File: config.mk
export PLATFORM = sky130hd
export DESIGN_NAME = ripple_alu
export DESIGN_NICKNAME = d
export VERILOG_FILES = /design/src/rtl/ralu_pkg.sv /design/src/rtl/alu_cond.sv /design/src/rtl/alu_slice.sv /design/src/rtl/alu_pick.sv /design/src/rtl/alu_core.sv /design/src/rtl/ripple_alu.sv
export SDC_FILE = /design/constraint.sdc
export NUM_CORES = 1
export LEC_CHECK = 0
export BUFFER_PORTS_ARGS = -buffer_cell sky130_fd_sc_hd__buf_2
export CAP_MARGIN = 10
export CORE_UTILIZATION = 25
export DETAILED_ROUTE_END_ITERATION = 16
export GPL_TIMING_DRIVEN = 1
export PLACE_DENSITY = 0.51
export RECOVER_POWER = 25
export SLEW_MARGIN = 20
export SYNTH_ARGS = -nofsm -noshare
export SYNTH_HDL_FRONTEND = slang
export SYNTH_SLANG_ARGS = --single-unit
File: constraint.sdc
create_clock -name vclk -period 14
set_input_delay 2.8 -clock vclk [all_inputs]
set_output_delay 2.8 -clock vclk [all_outputs]
set_load 0.01 [all_outputs]
File: src/rtl/ralu_pkg.sv
package ralu_pkg;
   localparam int CTL_W = 6;
   // control bit positions
   localparam int B_ZX = 5;
   localparam int B_NX = 4;
   localparam int B_ZY = 3;
   localparam int B_NY = 2;
   localparam int B_F  = 1;
   localparam int B_NO = 0;
   // standard operation codes
   localparam logic [CTL_W-1:0] OP_ZERO = 6'b101010;
   localparam logic [CTL_W-1:0] OP_ONE  = 6'b111111;
   localparam logic [CTL_W-1:0] OP_MONE = 6'b111010;
   localparam logic [CTL_W-1:0] OP_X    = 6'b001100;
   localparam logic [CTL_W-1:0] OP_Y    = 6'b110000;
   localparam logic [CTL_W-1:0] OP_NOTX = 6'b001101;
   localparam logic [CTL_W-1:0] OP_NOTY = 6'b110001;
   localparam logic [CTL_W-1:0] OP_NEGX = 6'b001111;
   localparam logic [CTL_W-1:0] OP_NEGY = 6'b110011;
   localparam logic [CTL_W-1:0] OP_XP1  = 6'b011111;
   localparam logic [CTL_W-1:0] OP_YP1  = 6'b110111;
   localparam logic [CTL_W-1:0] OP_XM1  = 6'b001110;
   localparam logic [CTL_W-1:0] OP_YM1  = 6'b110010;
   localparam logic [CTL_W-1:0] OP_ADD  = 6'b000010;
   localparam logic [CTL_W-1:0] OP_XMY  = 6'b010011;
   localparam logic [CTL_W-1:0] OP_YMX  = 6'b000111;
   localparam logic [CTL_W-1:0] OP_AND  = 6'b000000;
   localparam logic [CTL_W-1:0] OP_OR   = 6'b010101;
endpackage

File: src/rtl/alu_cond.sv
module alu_cond #(
   parameter int W = 16
) (
   input  logic [W-1:0] raw,
   input  logic         zero_en,
   input  logic         inv_en,
   output logic [W-1:0] cond
);
   logic [W-1:0] masked_n;

   // zeroing acts on the inverted operand, then an XNOR against the invert bit
   assign masked_n = ~raw | {W{zero_en}};
   assign cond     = ~(masked_n ^ {W{inv_en}});
endmodule

File: src/rtl/alu_slice.sv
module alu_slice (
   input  logic a,
   input  logic b,
   input  logic cin,
   output logic sum,
   output logic cout,
   output logic conj
);
   logic p1, g1, g2;

   // first half adder: its carry term doubles as the AND function
   assign p1   = a ^ b;
   assign g1   = a & b;
   // second half adder folds in the carry from the slice below
   assign sum  = p1 ^ cin;
   assign g2   = p1 & cin;
   assign cout = g1 | g2;
   assign conj = g1;
endmodule

File: src/rtl/alu_pick.sv
module alu_pick #(
   parameter int W = 16
) (
   input  logic         sel,
   input  logic [W-1:0] when_one,
   input  logic [W-1:0] when_zero,
   output logic [W-1:0] picked
);
   assign picked = ({W{sel}} & when_one) | ({W{~sel}} & when_zero);
endmodule

File: src/rtl/alu_core.sv
module alu_core #(
   parameter int W          = 16,
   parameter bit USE_SLICES = 1'b1
) (
   input  logic [W-1:0] a,
   input  logic [W-1:0] b,
   output logic [W-1:0] sum,
   output logic [W-1:0] conj
);
   generate
      if (USE_SLICES) begin : g_ripple
         logic [W-1:0] carry;
         assign carry[0] = 1'b0;
         for (genvar i = 0; i < W; i++) begin : g_bit
            if (i < W - 1) begin : g_full
               alu_slice slice_i (
                  .a(a[i]), .b(b[i]), .cin(carry[i]),
                  .sum(sum[i]), .cout(carry[i+1]), .conj(conj[i])
               );
            end else begin : g_top
               // top slice: carry out is not built
               assign sum[i]  = a[i] ^ b[i] ^ carry[i];
               assign conj[i] = a[i] & b[i];
            end
         end
      end else begin : g_behav
         assign sum  = a + b;
         assign conj = a & b;
      end
   endgenerate
endmodule

File: src/rtl/ripple_alu.sv
module ripple_alu
   import ralu_pkg::*;
#(
   parameter int WIDTH      = 16,
   parameter bit USE_SLICES = 1'b1
) (
   input  logic [WIDTH-1:0] x,
   input  logic [WIDTH-1:0] y,
   input  logic [CTL_W-1:0] ctl,
   input  logic [WIDTH-1:0] imm,
   input  logic             sel_imm,
   output logic [WIDTH-1:0] res
);
   localparam int MSB = WIDTH - 1;

   generate
      if (WIDTH < 2) begin : g_bad_width
         $error("ripple_alu: WIDTH must be at least 2");
      end
   endgenerate

   logic [MSB:0] xc, yc, sum_v, conj_v, fsel_v, core_v;

   alu_cond #(.W(WIDTH)) cond_x_i (
      .raw(x), .zero_en(ctl[B_ZX]), .inv_en(ctl[B_NX]), .cond(xc));
   alu_cond #(.W(WIDTH)) cond_y_i (
      .raw(y), .zero_en(ctl[B_ZY]), .inv_en(ctl[B_NY]), .cond(yc));

   alu_core #(.W(WIDTH), .USE_SLICES(USE_SLICES)) core_i (
      .a(xc), .b(yc), .sum(sum_v), .conj(conj_v));

   alu_pick #(.W(WIDTH)) fn_pick_i (
      .sel(ctl[B_F]), .when_one(sum_v), .when_zero(conj_v), .picked(fsel_v));

   assign core_v = fsel_v ^ {WIDTH{ctl[B_NO]}};

   alu_pick #(.W(WIDTH)) imm_pick_i (
      .sel(sel_imm), .when_one(imm), .when_zero(core_v), .picked(res));
endmodule

==> run metrics, run 1 <==
status finished clean; vias in the first global route 1,559; drt drc 0; Seq Cell Count 0; Synth area leaders fa_1 16%, xor2_1 15%, nand2b_1 13%; crit path capture type output port; Avg Inst Size Synth 7.88 sq um; first-pass GRT wire length 7.25 mm; Highest Clock Rate 0.0753 GHz; Overall Global Routing Usage 12.3%; die width 85.1 um; total gr overflow 0; most frequent cell after synthesis nand2b_1; register area share after synthesis 0%; Setup Fix Bufs, Post-CTS 0; most frequent cells after synthesis 35 x nand2b_1, 30 x xor2_1, 29 x inv_1, 16 x ha_1, 15 x o21ai_1; # clk buffers 0; Gate Count Post-Synth 219; critical-path cell list buf_2, nand2b_1, xnor2_1, ha_1, inv_1, fa_1, fa_1, fa_1, fa_1, fa_1, fa_1, fa_1, fa_1, fa_1, fa_1, fa_1, fa_1, fa_1, fa_1, xor2_1, nand4b_1, o211ai_2, buf_2; RSZ-0062 raised after global routing false; largest net degree at the start of global routing 34; fin. max-slew vios 0; vias 1,542; Rel. slew slack 67.3%; Post-Route WL 4.31 mm; post-synth top area cell fa_1; Final Worst Setup Slack 0.724 ns; Peak VDD IR 0.0113 mV; Final ANT Viol Nets 0; P per Cell Area 43.4 nW/um^2; Tmin final 13.28 ns; WL per Instance 12.1 um; n_diodes 0; Yosys cell types 26; Final TNS setup 0 ns; Port Buffers 71; initial core utilization 26.6%; Final Hold Fails 0; Resize count post-CTS 0; worst min-delay path class primary input to output port; total die area 7240 sq um; yosys warns 0; GPL Wtd Cong 0.789; Slowest-stage cell, CP fa_1; Final Cycle Share 94.8%; dpl ws 0.686 ns; DRT iter0 DRCs 24; CP Max Fanout 16; leak pwr 1.04 nW; IO Pins 71; Worst EP required 11.20 ns; placed insts 356; FF+latch area 0 sq um; crit start category primary input; Die Height 85.1 um; area share of the largest cell type after synthesis 16.2%; Crit path arrival time 10.48 ns; Detailed Routing Iterations Pass 1 4; post-route insts no fill 356; HPWL Detailed 3.65 mm; Placeable Area 6490 sq um; Post-Syn Nets 304; CP max stage delay 0.48 ns; actual slew at the worst max-slew pin 0.491 ns; antenna violations before repair 0; Fin Hold WS 5.90 ns; Most common cell on crit path fa_1; via-per-instance ratio 4.33; hold_buf cts 0; final setup fails 0; Area Growth Syn to Fin 22.5%; Cell Area, Synth 1730 sq um; FP Rows 29; share of layout cells above drive strength 1 29.4%; Nets 366; crit path kind primary input to output port; Max-cap violations 0
==> layer usage <==
metal / up-vias / global-route usage, % / wire length [um]
met5: - / 0 / 0
met4: 0 / 0 / 0
met3: 0 / 0.681 / 182
met2: 35 / 23.7 / 2190
met1: 698 / 16.0 / 1930
li1: 809 / - / -
==> cell families (layout without fill, tap and decap cells) <==
family,count (synthesis),count (layout),share of synthesized area [%]
fa+ha+maj,30,30,27.8
xor+xnor,34,34,17.2
compound gates,31,31,16.7
buf+inv,42,102,10.7
simple gates,81,81,26.9
mux,1,1,0.580
==> worst paths after layout <==
| kind | slack (ns) | startpoint | cells after the start | to |
|---|---|---|---|---|
| min | 5.90 | imm[10] | 4 | res[10] |
| max | 0.72 | ctl[3] | 23 | res[15] |
==> report_power, final <==
part	switching, mW	internal, mW
Combinational	0.0503	0.0414
Clock	0	0
Sequential	0	0
Total	0.0503	0.0414
==> cell usage in the layout, fill, tap and decap left out, drive strengths merged, types with 2 or more instances in the layout <==
master,synthesis,layout
buf,11,71
nand2b,35,35
xor2,30,30
inv,29,29
ha,16,16
o21ai,15,15
fa,14,14
nand2,12,12
nor2,11,11
and2,11,11
o311ai,11,11
nor2b,5,5
xnor2,4,4
o311a,3,3
and2b,2,2
nor4b,2,2
clkbuf,2,2
==> area by class of cell <==
| class | count | area [sq um] |
|---|---|---|
| Tap cell | 77 | 96.3 |
| Fill cell | 703 | 4380 |
| Inverter | 29 | 109 |
| Timing Repair Buffer | 73 | 368 |
| Multi-Input combinational cell | 177 | 1540 |
==> worst max-delay path, delay by kind of cell <==
kind / cells / cell delay (ns)
AOI/OAI and AO/OA: 1 / 0.08
xor gates and xnor gates: 2 / 0.43
buffers and inverters: 3 / 0.39
adders and majority gates: 15 / 6.45
and+or+nand+nor: 2 / 0.33
==> per-stage QoR <==
stage / total power [mW] / util (%) / instance area (sq um)
global route: 0.106 / 32.6 / 2110
global placement: 0.0934 / 32.6 / 2120
finish: 0.0917 / 32.6 / 2110
floorplan: 0.0667 / - / 1730
detailed placement: 0.0944 / 32.6 / 2120
CTS: 0.0945 / 32.6 / 2120
(Power assumes the default switching activity.)
==> inputs of run 2 (changes only) <==
- BUFFER_PORTS_ARGS: -buffer_cell sky130_fd_sc_hd__buf_2 -> -buffer_cell sky130_fd_sc_hd__clkbuf_2
==> run metrics, run 2 (synthesis gave the netlist of run 1 again) <==
Port Buffers 71; largest net degree at the start of global routing 34; leading cell types in the layout, fill and taps excluded 70 x clkbuf_2, 35 x nand2b_1, 30 x xor2_1; status finished clean; initial core utilization 26.6%; via-per-instance ratio 4.25; Detailed Routing Iterations Pass 1 4; RSZ-0062 raised after global routing false; Resize count post-CTS 0; total gr overflow 0; Placeable Area 6490 sq um; antenna violations before repair 0; Worst EP required 11.20 ns; die width 85.1 um; crit path kind primary input to output port; Most common cell on crit path fa_1; CP Max Fanout 16; most common cell after layout, fill and taps aside clkbuf_2; IO Pins 71; worst min-delay path class primary input to output port; fill cell count 714; DRT iter0 DRCs 34; total die area 7240 sq um; Nets 366; Slowest-stage cell, CP fa_1; HPWL Detailed 3.59 mm; vias 1,514; Peak VDD IR 0.0122 mV; post-route insts no fill 356; FP Rows 29; drt drc 0; Seq Cell Count 0; DR top layer met3; Max-cap violations 0; first-pass GRT wire length 7.08 mm; crit path capture type output port; placed insts 356; routed wl met2 2.16 mm; Met1 Wirelength 1.96 mm; Setup Fix Bufs, Post-CTS 0; FF+latch area 0 sq um; Final Cycle Share 94.8%; Final TNS setup 0 ns; Highest Clock Rate 0.0753 GHz; n_diodes 0; Final Hold Fails 0; Crit path arrival time 10.47 ns; Fin Hold WS 5.90 ns; leak pwr 1.06 nW; Die Height 85.1 um; CP max stage delay 0.54 ns; hold_buf cts 0; vias in the first global route 1,474; fin. max-slew vios 0; Overall Global Routing Usage 12.0%; Area Growth Syn to Fin 22.5%; # clk buffers 0; Rel. slew slack 62.3%; length of routed met3 wiring 119 um; Post-Route WL 4.24 mm; P per Cell Area 43.3 nW/um^2; actual slew at the worst max-slew pin 0.565 ns; final setup fails 0; WL per Instance 11.9 um; Final Power 0.0917 mW; crit start category primary input; critical-path cell list clkbuf_2, nand2b_1, xnor2_1, ha_1, inv_1, fa_1, fa_1, fa_1, fa_1, fa_1, fa_1, fa_1, fa_1, fa_1, fa_1, fa_1, fa_1, fa_1, fa_1, nor2b_1, o311a_1, clkbuf_2; Tmin final 13.27 ns; Final ANT Viol Nets 0; share of layout cells above drive strength 1 29.7%; GPL Wtd Cong 0.752
-- run 2: cell count changes in the layout (fill, tap and decap cells not counted) --
cell / delta
o21ai_1: -1
clkbuf_1: -1
o311ai_0: +1
o311ai_1: -1
buf_2: -69
clkbuf_2: +70
o21ai_0: +1
-- run 2: worst max-delay path: cells and delay by family --
| kind | cells | cell delay (ns) |
|---|---|---|
| xor+xnor | 1 | 0.14 |
| compound gates | 1 | 0.35 |
| simple gates | 2 | 0.25 |
| fa+ha+maj | 15 | 6.55 |
| buf+inv | 3 | 0.37 |
-- run 2: metal layers --
metal  global-route usage, %  vias to the layer above
met5                       0                        -
met1                    16.8                      671
li1                        -                      810
met4                       0                        0
met2                    22.2                       33
met3                  0.0973                        0
-- run 2: path summary, 6_finish.rpt --
path	end	start	depth (start not counted)
max	res[14]	ctl[3]	22
min	res[0]	imm[0]	4
-- run 2: layout make-up --
type	count	area (sq um)	area share, %
Multi-Input combinational cell	177	1540	72.9
Timing Repair Buffer	73	369	17.4
Tap cell	77	96.3	4.55
Inverter	29	109	5.14
-- run 2: power by group --
part	internal [mW]	switching, mW
Clock	0	0
Combinational	0.0416	0.0501
Sequential	0	0
-- run 2: through the flow --
| stage | worst slack [ns] | cell area (sq um) | util, % |
|---|---|---|---|
| final | 0.726 | 2120 | 32.6 |
| after global routing | 0.296 | 2120 | 32.6 |
| after CTS | 0.648 | 2120 | 32.6 |
| after detailed placement | 0.644 | 2120 | 32.6 |
| after global placement | 0.729 | 2120 | 32.6 |
| after floorplan | 1.06 | 1730 | - |
==> inputs of run 3 (changes only) <==
- ABC_AREA: default -> 1
- PLACE_DENSITY: 0.51 -> 0.52
==> run metrics, run 3 <==
Slowest-stage cell, CP fa_1; post-route insts no fill 370; Post-Syn Nets 317; Setup Fix Bufs, Post-CTS 0; total die area 6770 sq um; Worst Setup SP ctl[3]; Placeable Area 6060 sq um; Most common cell on crit path fa_1; cell internal pwr 0.0405 mW; post-synth top area cell xor2_1; Final Hold Fails 0; yosys warns 0; crit path kind primary input to output port; FP Rows 28; Seq Cell Count 0; via-per-instance ratio 3.98; hold_buf cts 0; Seq pwr share 0%; # clk buffers 0; FF+latch area 0 sq um; CP Depth 26; RSZ-0062 raised after global routing false; Overall Global Routing Usage 10.9%; Final Power 0.0932 mW; IO Pins 71; drt drc 0; leak pwr 1.14 nW; crit path capture type output port; Yosys cell types 16; most frequent cell after synthesis nand2_1; cell family with most CP delay adder cells; final setup fails 0; most frequent cells after synthesis 71 x nand2_1, 47 x xor2_1, 37 x inv_1, 16 x ha_1; crit start category primary input; switching part of the total 56.5%; Peak VDD IR 0.0148 mV; largest net degree at the start of global routing 33; Critical Path End res[14]; Synth area leaders xor2_1 26%, fa_1 17%, nand2_1 17%; die width 82.3 um; power share of the clock group 0%; register area share after synthesis 0%; worst min-delay path class primary input to output port; vias 1,472; leading cell types in the layout, fill and taps excluded 71 x nand2_1, 69 x clkbuf_2, 47 x xor2_1; status finished clean; Net Switching 0.0527 mW; CP Max Fanout 6; Avg Inst Size Synth 6.94 sq um; Final ANT Viol Nets 0; Gate Count Post-Synth 232; most common cell after layout, fill and taps aside nand2_1; Max-cap violations 0; Final Cycle Share 94.3%; placed insts 370; Tmin final 13.20 ns; Nets 382; Area Growth Syn to Fin 23.6%; HPWL Detailed 3.17 mm; Worst EP required 11.20 ns; area share of the largest cell type after synthesis 25.6%; Die Height 82.3 um; Final TNS setup 0 ns; antenna violations before repair 0; Cell Area, Synth 1610 sq um; total gr overflow 0; n_diodes 0; Crit path arrival time 10.40 ns; Port Buffers 71; Post-Route WL 3.46 mm; actual slew at the worst max-slew pin 0.660 ns; CP Buf/Inv Count 5; WL per Instance 9.35 um; Highest Clock Rate 0.0758 GHz; DRT iter0 DRCs 23; vias in the first global route 1,382; Resize count post-CTS 0; share of layout cells above drive strength 1 29.8%; P per Cell Area 46.8 nW/um^2; first-pass GRT wire length 5.90 mm; initial core utilization 26.6%; CP max stage delay 0.48 ns; Detailed Routing Iterations Pass 1 4; fin. max-slew vios 0; GPL Wtd Cong 0.797; Rel. slew slack 56.0%; Comb pwr share 100.0%
[run 3: cell types whose count changed after synthesis, moves of 8 or more]
cell and delta:
xor2_1 +17, nand2_1 +59, o21ai_1 -12, nor2_1 -11, inv_1 +8, o311ai_2 -9, nand2b_1 -35, o21ai_0 +14
o21ai_2 +12, and2_1 -11
[run 3: cell type report]
class | count | area (sq um)
fill | 701 | 4070
multi-input combinational | 181 | 1370
tap | 75 | 93.8
timing repair buffer | 75 | 383
inverter | 39 | 146
[run 3: power groups by stage]
stage | registers, mW | logic [mW] | clock network, mW
global placement | 0 | 0.0955 | 0
detailed placement | 0 | 0.0963 | 0
global route | 0 | 0.110 | 0
finish | 0 | 0.0932 | 0
CTS | 0 | 0.0966 | 0
floorplan | 0 | 0.0700 | 0
[run 3: per-stage QoR]
step                      hold WS [ns]  worst slack [ns]  area [sq um]  util (%)
after global placement            5.89             0.800          2000      32.9
after global routing              5.91             0.402          1990      32.8
after CTS                         5.89             0.738          2000      32.9
after floorplan                   5.72              1.05          1610         -
final                             5.89             0.804          1990      32.8
after detailed placement          5.89             0.733          2000      32.9
[run 3: worst min path at each step]
stage,startpoint,endpoint,slack [ns],depth (start not counted)
2_1_floorplan,imm[14],res[14],5.72,2
3_3_place_gp,imm[0],res[0],5.89,4
3_5_place_dp,imm[15],res[15],5.89,4
4_1_cts,imm[0],res[0],5.89,4
5_1_grt,imm[14],res[14],5.91,4
6_report,imm[0],res[0],5.89,4
[run 3: metal layers]
metal	track usage, %	vias up	share of wire (%)
met5	0	-	0
met4	0	0	0
met3	0.220	0	3.6
met2	20.9	33	49
met1	14.4	632	48
li1	-	807	-
[run 3: logic make-up after synthesis]
kind of cell / after synthesis / synth area share (%)
xor gates and xnor gates: 47 / 25.6
buffers and inverters: 51 / 14.8
and+or+nand+nor: 75 / 17.9
adders and majority gates: 30 / 29.8
AOI/OAI and AO/OA: 29 / 11.8
